===== src/rtl/trig_chain_pkg.sv =====
`timescale 1ns/1ps
package trig_chain_pkg;
  localparam int FLAG_W  = 32;
  localparam int FIELD_W = 8;
  localparam int ROLE_LSB = 24;
  localparam int TRIG_LSB = 16;
  localparam int NUM_GRP = 2;

  typedef enum logic [2:0] {
    ROLE_NONE = 3'd0,
    ROLE_SRC0 = 3'd1,
    ROLE_SRC1 = 3'd2,
    ROLE_DST0 = 3'd3,
    ROLE_DST1 = 3'd4
  } chain_role_e;

  typedef enum logic [2:0] {
    TRIG_OFF   = 3'd0,
    TRIG_FRAG  = 3'd1,
    TRIG_BLK   = 3'd2,
    TRIG_TRANS = 3'd3,
    TRIG_LIST  = 3'd4
  } trig_sel_e;

  function automatic chain_role_e decode_role(input logic [FIELD_W-1:0] v);
    case (v)
      8'd1:    return ROLE_SRC0;
      8'd2:    return ROLE_SRC1;
      8'd3:    return ROLE_DST0;
      8'd4:    return ROLE_DST1;
      default: return ROLE_NONE;
    endcase
  endfunction

  function automatic trig_sel_e decode_trig(input logic [FIELD_W-1:0] v);
    case (v)
      8'd1:    return TRIG_FRAG;
      8'd2:    return TRIG_BLK;
      8'd3:    return TRIG_TRANS;
      8'd4:    return TRIG_LIST;
      default: return TRIG_OFF;
    endcase
  endfunction
endpackage


===== src/rtl/trig_chain_cfg.sv =====
`timescale 1ns/1ps
module trig_chain_cfg
  import trig_chain_pkg::*;
#(
  parameter int NUM_CH = 4,
  localparam int CH_W = (NUM_CH > 1) ? $clog2(NUM_CH) : 1
) (
  input  logic                      clk_i,
  input  logic                      rst_ni,
  input  logic                      cfg_we_i,
  input  logic [CH_W-1:0]           cfg_ch_i,
  input  logic [FLAG_W-1:0]         cfg_flags_i,
  output chain_role_e [NUM_CH-1:0]  role_o,
  output trig_sel_e   [NUM_CH-1:0]  trig_o
);
  chain_role_e [NUM_CH-1:0] role_q;
  trig_sel_e   [NUM_CH-1:0] trig_q;

  chain_role_e role_dec;
  trig_sel_e   trig_dec;
  logic        unused_low_fields;

  assign role_dec = decode_role(cfg_flags_i[ROLE_LSB +: FIELD_W]);
  assign trig_dec = decode_trig(cfg_flags_i[TRIG_LSB +: FIELD_W]);
  // request and interrupt bytes carry no routing meaning
  assign unused_low_fields = ^cfg_flags_i[TRIG_LSB-1:0];

  for (genvar c = 0; c < NUM_CH; c++) begin : g_ch
    always_ff @(posedge clk_i or negedge rst_ni) begin
      if (!rst_ni) begin
        role_q[c] <= ROLE_NONE;
        trig_q[c] <= TRIG_OFF;
      end else if (cfg_we_i && (cfg_ch_i == CH_W'(c))) begin
        role_q[c] <= role_dec;
        trig_q[c] <= trig_dec;
      end
    end
  end

  assign role_o = role_q;
  assign trig_o = trig_q;

  AST_CFG_HOLD: assert property (@(posedge clk_i) disable iff (!rst_ni)
    !cfg_we_i |=> ($stable(role_q) && $stable(trig_q))) else $error("cfg changed without write");
endmodule


===== src/rtl/trig_chain_evsel.sv =====
`timescale 1ns/1ps
module trig_chain_evsel
  import trig_chain_pkg::*;
#(
  parameter int NUM_CH = 4
) (
  input  logic                      clk_i,
  input  logic                      rst_ni,
  input  chain_role_e [NUM_CH-1:0]  role_i,
  input  trig_sel_e   [NUM_CH-1:0]  trig_i,
  input  logic [NUM_CH-1:0]         frag_done_i,
  input  logic [NUM_CH-1:0]         blk_done_i,
  input  logic [NUM_CH-1:0]         trans_done_i,
  input  logic [NUM_CH-1:0]         list_done_i,
  output logic [NUM_GRP-1:0]        grp_fire_o
);
  logic [NUM_CH-1:0] src_evt;

  for (genvar c = 0; c < NUM_CH; c++) begin : g_sel
    always_comb begin
      case (trig_i[c])
        TRIG_FRAG:  src_evt[c] = frag_done_i[c];
        TRIG_BLK:   src_evt[c] = blk_done_i[c];
        TRIG_TRANS: src_evt[c] = trans_done_i[c];
        TRIG_LIST:  src_evt[c] = list_done_i[c];
        default:    src_evt[c] = 1'b0;
      endcase
    end
  end

  always_comb begin
    grp_fire_o = '0;
    for (int c = 0; c < NUM_CH; c++) begin
      if (src_evt[c] && role_i[c] == ROLE_SRC0) grp_fire_o[0] = 1'b1;
      if (src_evt[c] && role_i[c] == ROLE_SRC1) grp_fire_o[1] = 1'b1;
    end
  end

  AST_FIRE_NEEDS_DONE: assert property (@(posedge clk_i) disable iff (!rst_ni)
    (|grp_fire_o) |-> (|(frag_done_i | blk_done_i | trans_done_i | list_done_i))) else $error("fire without completion");
endmodule


===== src/rtl/trig_chain_launch.sv =====
`timescale 1ns/1ps
module trig_chain_launch
  import trig_chain_pkg::*;
#(
  parameter int NUM_CH = 4
) (
  input  logic                      clk_i,
  input  logic                      rst_ni,
  input  chain_role_e [NUM_CH-1:0]  role_i,
  input  logic [NUM_GRP-1:0]        fire_i,
  output logic [NUM_CH-1:0]         start_trig_o
);
  for (genvar c = 0; c < NUM_CH; c++) begin : g_dst
    logic hit;
    assign hit = (role_i[c] == ROLE_DST0 && fire_i[0]) ||
                 (role_i[c] == ROLE_DST1 && fire_i[1]);

    always_ff @(posedge clk_i or negedge rst_ni) begin
      if (!rst_ni) start_trig_o[c] <= 1'b0;
      else         start_trig_o[c] <= hit;
    end

    AST_DST_ONLY: assert property (@(posedge clk_i) disable iff (!rst_ni)
      start_trig_o[c] |-> $past(role_i[c] == ROLE_DST0 || role_i[c] == ROLE_DST1)) else $error("start on non-destination");
    AST_PULSE_SRC: assert property (@(posedge clk_i) disable iff (!rst_ni)
      start_trig_o[c] |-> $past(|fire_i)) else $error("start without source fire");
    AST_GROUP_ISOLATE: assert property (@(posedge clk_i) disable iff (!rst_ni)
      (start_trig_o[c] && $past(role_i[c] == ROLE_DST1)) |-> $past(fire_i[1])) else $error("group crossing");
  end
endmodule


===== src/rtl/trig_chain_router.sv =====
`timescale 1ns/1ps
module trig_chain_router
  import trig_chain_pkg::*;
#(
  parameter int NUM_CH = 4,
  localparam int CH_W = (NUM_CH > 1) ? $clog2(NUM_CH) : 1
) (
  input  logic              clk_i,
  input  logic              rst_ni,
  input  logic              cfg_we_i,
  input  logic [CH_W-1:0]   cfg_ch_i,
  input  logic [31:0]       cfg_flags_i,
  input  logic [NUM_CH-1:0] frag_done_i,
  input  logic [NUM_CH-1:0] blk_done_i,
  input  logic [NUM_CH-1:0] trans_done_i,
  input  logic [NUM_CH-1:0] list_done_i,
  output logic [NUM_CH-1:0] start_trig_o
);
  chain_role_e [NUM_CH-1:0] role;
  trig_sel_e   [NUM_CH-1:0] trig;
  logic [NUM_GRP-1:0]       grp_fire;

  trig_chain_cfg #(.NUM_CH(NUM_CH)) u_cfg (
    .clk_i       (clk_i),
    .rst_ni      (rst_ni),
    .cfg_we_i    (cfg_we_i),
    .cfg_ch_i    (cfg_ch_i),
    .cfg_flags_i (cfg_flags_i),
    .role_o      (role),
    .trig_o      (trig)
  );

  trig_chain_evsel #(.NUM_CH(NUM_CH)) u_evsel (
    .clk_i        (clk_i),
    .rst_ni       (rst_ni),
    .role_i       (role),
    .trig_i       (trig),
    .frag_done_i  (frag_done_i),
    .blk_done_i   (blk_done_i),
    .trans_done_i (trans_done_i),
    .list_done_i  (list_done_i),
    .grp_fire_o   (grp_fire)
  );

  trig_chain_launch #(.NUM_CH(NUM_CH)) u_launch (
    .clk_i        (clk_i),
    .rst_ni       (rst_ni),
    .role_i       (role),
    .fire_i       (grp_fire),
    .start_trig_o (start_trig_o)
  );
endmodule


===== config.mk =====
export PLATFORM = sky130hd
export DESIGN_NAME = trig_chain_router
export DESIGN_NICKNAME = d
export VERILOG_FILES = /design/src/rtl/trig_chain_pkg.sv /design/src/rtl/trig_chain_cfg.sv /design/src/rtl/trig_chain_evsel.sv /design/src/rtl/trig_chain_launch.sv /design/src/rtl/trig_chain_router.sv
export SDC_FILE = /design/constraint.sdc
export NUM_CORES = 1
export LEC_CHECK = 0
export BUFFER_PORTS_ARGS = -buffer_cell sky130_fd_sc_hd__buf_2
export CORE_MARGIN = 5
export CORE_UTILIZATION = 51
export CTS_CLUSTER_SIZE = 20
export DETAILED_ROUTE_END_ITERATION = 8
export HOLD_SLACK_MARGIN = 0.08
export PLACE_DENSITY = 0.84
export SYNTH_ARGS = -nofsm -noshare
export SYNTH_HDL_FRONTEND = slang
export SYNTH_SLANG_ARGS = --single-unit

===== constraint.sdc =====
create_clock -name clk_i -period 2.8 [get_ports clk_i]
set_input_delay 0.84 -clock clk_i [delete_from_list [all_inputs] [get_ports clk_i]]
set_output_delay 0.84 -clock clk_i [all_outputs]
set_load 0.05 [all_outputs]

=== After elaboration in Yosys (flattened, before gate mapping) ===
Cells that the tools add are included.

* Register bits after elaboration: 28
* Bits of input ports: 53
* Output and inout bits: 4
* Word-level logic and storage cells: 94

* Reduce and logical (&&, ||, !) cells: 25
* Multiplexer cells: 14
* Eq/ne operators: 43

{| class="wikitable"
|+ Operators with widths
! cell !! count
|-
| $eq 3x2->1 const B || 16
|-
| $eq 8x2->1 const B || 4
|-
| $eq 3x1->1 const B || 8
|-
| $eq 3x3->1 const B || 8
|-
| $pmux 3 s4 || 2
|-
| $logic_and 1x1->1 || 20
|-
| $eq 8x1->1 const B || 2
|-
| $eq 8x3->1 const B || 2
|-
| $pmux 1 s4 || 4
|-
| $mux 1 || 8
|-
| $eq 2x2->1 const B || 2
|-
| $logic_or 1x1->1 || 4
|-
| $eq 2x1->1 const B || 1
|-
| $logic_not 2->1 || 1
|}

=== Depth between registers and ports, before layout ===
* Depth after elaboration: 9
* Depth in mapped cells: 5
* Gate-level depth less buffers: 5

=== Cells and area by module ===
From an unflattened synthesis, not the netlist that was laid out.

* Cell total of the unflattened synthesis: 150
* Area total of the unflattened synthesis: 1,400.1 um2

{| class="wikitable"
|+ Modules (own cells, without submodules)
! module !! area each (um2) !! cells each !! instances !! seq. area each (um2)
|-
| trig_chain_cfg || 957.2 || 92 || 1 || 600.6
|-
| trig_chain_evsel || 242.7 || 42 || 1 || 0.0
|-
| trig_chain_launch || 200.2 || 16 || 1 || 100.1
|}

=== Worst setup path after synthesis ===
Ideal clock, no wire load.

* Path type: input-to-reg
* Start point: input port cfg_flags_i[27]
* End point: register u_cfg.role_q (netlist bit u_cfg.role_o[11])
* Data required time: 2.723 ns
* Setup time: 0.077 ns
* Cell stages on the path: 3
* Buffers on the path: 0
* Path slack: 0.862 ns
* Arrival time: 1.861 ns
* Path through: or4_4 or3_4 o21ai_1

* Cells in the longest elaborated chain, start to end: 2
* Elaborated cells on any way between the ends: 5
* Classes of those cells: 4 x eq/ne; 1 x mux

{| class="wikitable"
|+ Ends and longest elaborated chain
! element !! RTL line !! source
|-
| start: declaration || trig_chain_router.sv:12 || <nowiki>input logic [31:0] cfg_flags_i,</nowiki>
|-
| $eq 8x3->1 (tied with other cells) || trig_chain_pkg.sv:26 || <nowiki>case (v)</nowiki>
|-
| $pmux 3 s4 (*) || trig_chain_pkg.sv:26 ||
|-
| end signal: indexed assignment || trig_chain_cfg.sv:34 || <nowiki>role_q[c] <= role_dec;</nowiki>
|-
| end: declaration || trig_chain_cfg.sv:16 || <nowiki>chain_role_e [NUM_CH-1:0] role_q;</nowiki>
|}

Every way passes the cells marked *; elsewhere a longest branch is shown, timed or not.
A chain may end at the register's enable or synchronous reset.

=== Worst setup path in the final report ===
* Start point: input port cfg_flags_i[19]
* End point: register u_cfg.trig_q (netlist bit u_cfg.trig_o[10])

* Cells in the longest elaborated chain, start to end: 2
* Elaborated cells on any way between the ends: 5
* Classes of those cells: 4 x eq/ne; 1 x mux

{| class="wikitable"
|+ Ends and longest elaborated chain
! element !! RTL line !! source
|-
| $eq 8x3->1 (tied with other cells) || trig_chain_pkg.sv:36 || <nowiki>case (v)</nowiki>
|-
| $pmux 3 s4 (*) || trig_chain_pkg.sv:36 ||
|-
| end signal: indexed assignment || trig_chain_cfg.sv:35 || <nowiki>trig_q[c] <= trig_dec;</nowiki>
|-
| end: declaration || trig_chain_cfg.sv:17 || <nowiki>trig_sel_e [NUM_CH-1:0] trig_q;</nowiki>
|}

Marks and branches as above.

==> impl_metrics.json <==
{
  "status": "completed",
  "ys_seq_area_share_pct": 51.14,
  "fin_cells": 221,
  "grt_pass1_vias": 1232,
  "worst-setup-path-type": "primary input to register",
  "dr.pass1.iters": 4,
  "syn_area_sq_um": 1370,
  "regToRegStartpoint": "u_cfg.trig_o[4]",
  "hpwlAfterDp_mm": 2.471,
  "wl_mm": 3.203,
  "grt_util_met1_pct": 22.05,
  "hold_viol": 0,
  "gr-usage-met2_pct": 32.29,
  "die_area_sq_um": 3823,
  "syn-num-nets": 204,
  "critPathArrivalTime_ns": 2.08,
  "yosysUniqueCellTypes": 21,
  "gr-total-overflow": 0,
  "worst_pin_slew_ns": 0.5971,
  "avgSynthCellArea_sq_um": 9.073,
  "rsz0062_at_grt": "no",
  "antenna_found_initial": 0,
  "cts_buffer_depth": 2,
  "synthFlopType": "dfrtp_1",
  "rr_endpoint": "u_launch.start_trig_o[3]",
  "cts_setup_buffers": 0,
  "routed_via_density": 5.738,
  "drt_iter0_drc": 46,
  "setup_viol": 0,
  "grt_pass1_wl_mm": 5.119,
  "required_ns": 3.06,
  "tritoncts": "yes",
  "crit_fanout": 4,
  "skew_ns": 0.001754,
  "startpoint_type": "primary input",
  "fp.dieH_um": 61.83,
  "drc": 0,
  "cts.clk_slew.worst_paths_ns": 0.14,
  "hp-class": "primary input to async pin",
  "clk_latency_ns": 0.33,
  "synth_edf_count": 0,
  "diodes": 0,
  "max-slew-margin-rel_pct": 60.19,
  "cts_buffers": 3,
  "fin_tns_setup_ns": 0,
  "post_cts_resized": 0,
  "ir_drop_uv": 330.5,
  "ant_nets": 0,
  "synth_seq_cells": 28,
  "cts_max_level": 1,
  "fmax_mhz": 550.1,
  "clockRootBuffer": "clkbuf_4",
  "drive_gt1_share_pct": 25.13,
  "busiest_layer": "met2",
  "async_flop_share_pct": 100.0,
  "maxCapViolCount": 0,
  "dp.cells": 217,
  "yosys_warnings": 0,
  "coreArea_sq_um": 2522,
  "final_cell_mix": "buf_2, nand2_1, dfrtp_1",
  "portBuffers": 40,
  "syn_inst": 151,
  "synthToLayoutAreaGrowth_pct": 18.90,
  "p_per_area_nw_per_um2": 405.2,
  "grt.total_usage_pct": 18.66,
  "power_mw": 0.6601,
  "finalInstanceArea_sq_um": 1629,
  "cts.sinks": 28,
  "end_kind": "register",
  "via_count": 1268,
  "rr_worst_depth": 5,
  "timing.final.crit_period_ns": 1.818,
  "num_rows": 18,
  "ctsHoldBuffers": 0,
  "use_met3_pct": 3.306,
  "start_util_pct": 54.32,
  "wl_per_cell_um": 14.49,
  "final_common_cell": "buf_2",
  "dpl_cell_area_sq_um": 1593,
  "layout.nets": 245,
  "slew_violations": 0,
  "fp.dieW_um": 61.83,
  "rrSetupSlack_ns": 1.31,
  "finish.utilization_pct": 64.58,
  "period_share_pct": 64.93,
  "place_congestion": 0.8362,
  "io_pins": 57,
  "grt_max_degree": 29,
  "p_leak_nw": 0.7538
}
metrics by stage:
step	worst slack (ns)	hold WS [ns]
after floorplan	0.8617	0.4647
after global placement	0.6879	0.4792
after detailed placement	0.6310	0.4891
after CTS	0.9821	0.5016
after global routing	0.9266	0.5287
final	0.9820	0.4925
power breakdown:
group | internal (mW) | total [mW] | switching (mW) | leakage [nW]
combinational | 0.0244 | 0.0536 | 0.0292 | 0.342
sequential | 0.407 | 0.410 | 0.00296 | 0.391
clock | 0.0797 | 0.196 | 0.117 | 0.0210
cells by family (layout without fill, tap and decap cells):
family | after synthesis | count (layout) | share of synthesized area, %
and+or+nand+nor | 75 | 75 | 29.50
AOI/OAI and AO/OA | 44 | 44 | 18.27
DFF | 28 | 28 | 51.14
buffers and inverters | 4 | 44 | 1.096
per-layer routing:
layer	vias up	share of wire (%)
li1	625	-
met1	586	43
met2	48	48
met3	9	6.5
met4	0	3.0
met5	-	0
sequential cells by signal, indices dropped and copies added, names as in the netlist:
register,cells
u_cfg.role_o,12
u_cfg.trig_o,12
u_launch.start_trig_o,4
Yosys cell counts (4+ instances only):
master / n / area share (%)
nand2b_1: 4 / 1.8
nor2b_1: 5 / 2.3
a22oi_1: 4 / 2.2
a32o_1: 4 / 2.9
dfrtp_1: 28 / 51
nand4_1: 6 / 2.7
nor2_1: 9 / 2.5
nor3b_1: 4 / 2.2
a21oi_1: 4 / 1.5
nand3_1: 4 / 1.5
nand2_1: 30 / 8.2
clkbuf_1: 4 / 1.1
o21ai_1: 24 / 8.8
o21ai_0: 8 / 2.9
worst max-delay path: stages:
cell and delay, ns:
buf_2 0.10, or4_4 0.52, nor3_1 0.21, nand2_1 0.23, o21ai_1 0.18
area by class of cell:
| class | count | area (sq um) |
|---|---|---|
| fillers | 226 | 893.4 |
| clock buffers | 4 | 36.28 |
| multi-input cells | 119 | 654.4 |
| repair buffers | 40 | 200.2 |
| well taps | 30 | 37.54 |
| flip-flops and latches | 28 | 700.7 |
how the worst max path moves through the flow:
stage,start,endpoint,cells after the start
5_1_grt,cfg_flags_i[27],u_cfg.role_o[7],5
3_3_place_gp,cfg_flags_i[19],u_cfg.trig_o[4],5
4_1_cts,cfg_flags_i[19],u_cfg.trig_o[10],5
2_1_floorplan,cfg_flags_i[27],u_cfg.role_o[11],3
6_report,cfg_flags_i[19],u_cfg.trig_o[10],5
3_5_place_dp,cfg_flags_i[19],u_cfg.trig_o[10],5
Power figures use the tool's default switching activity.
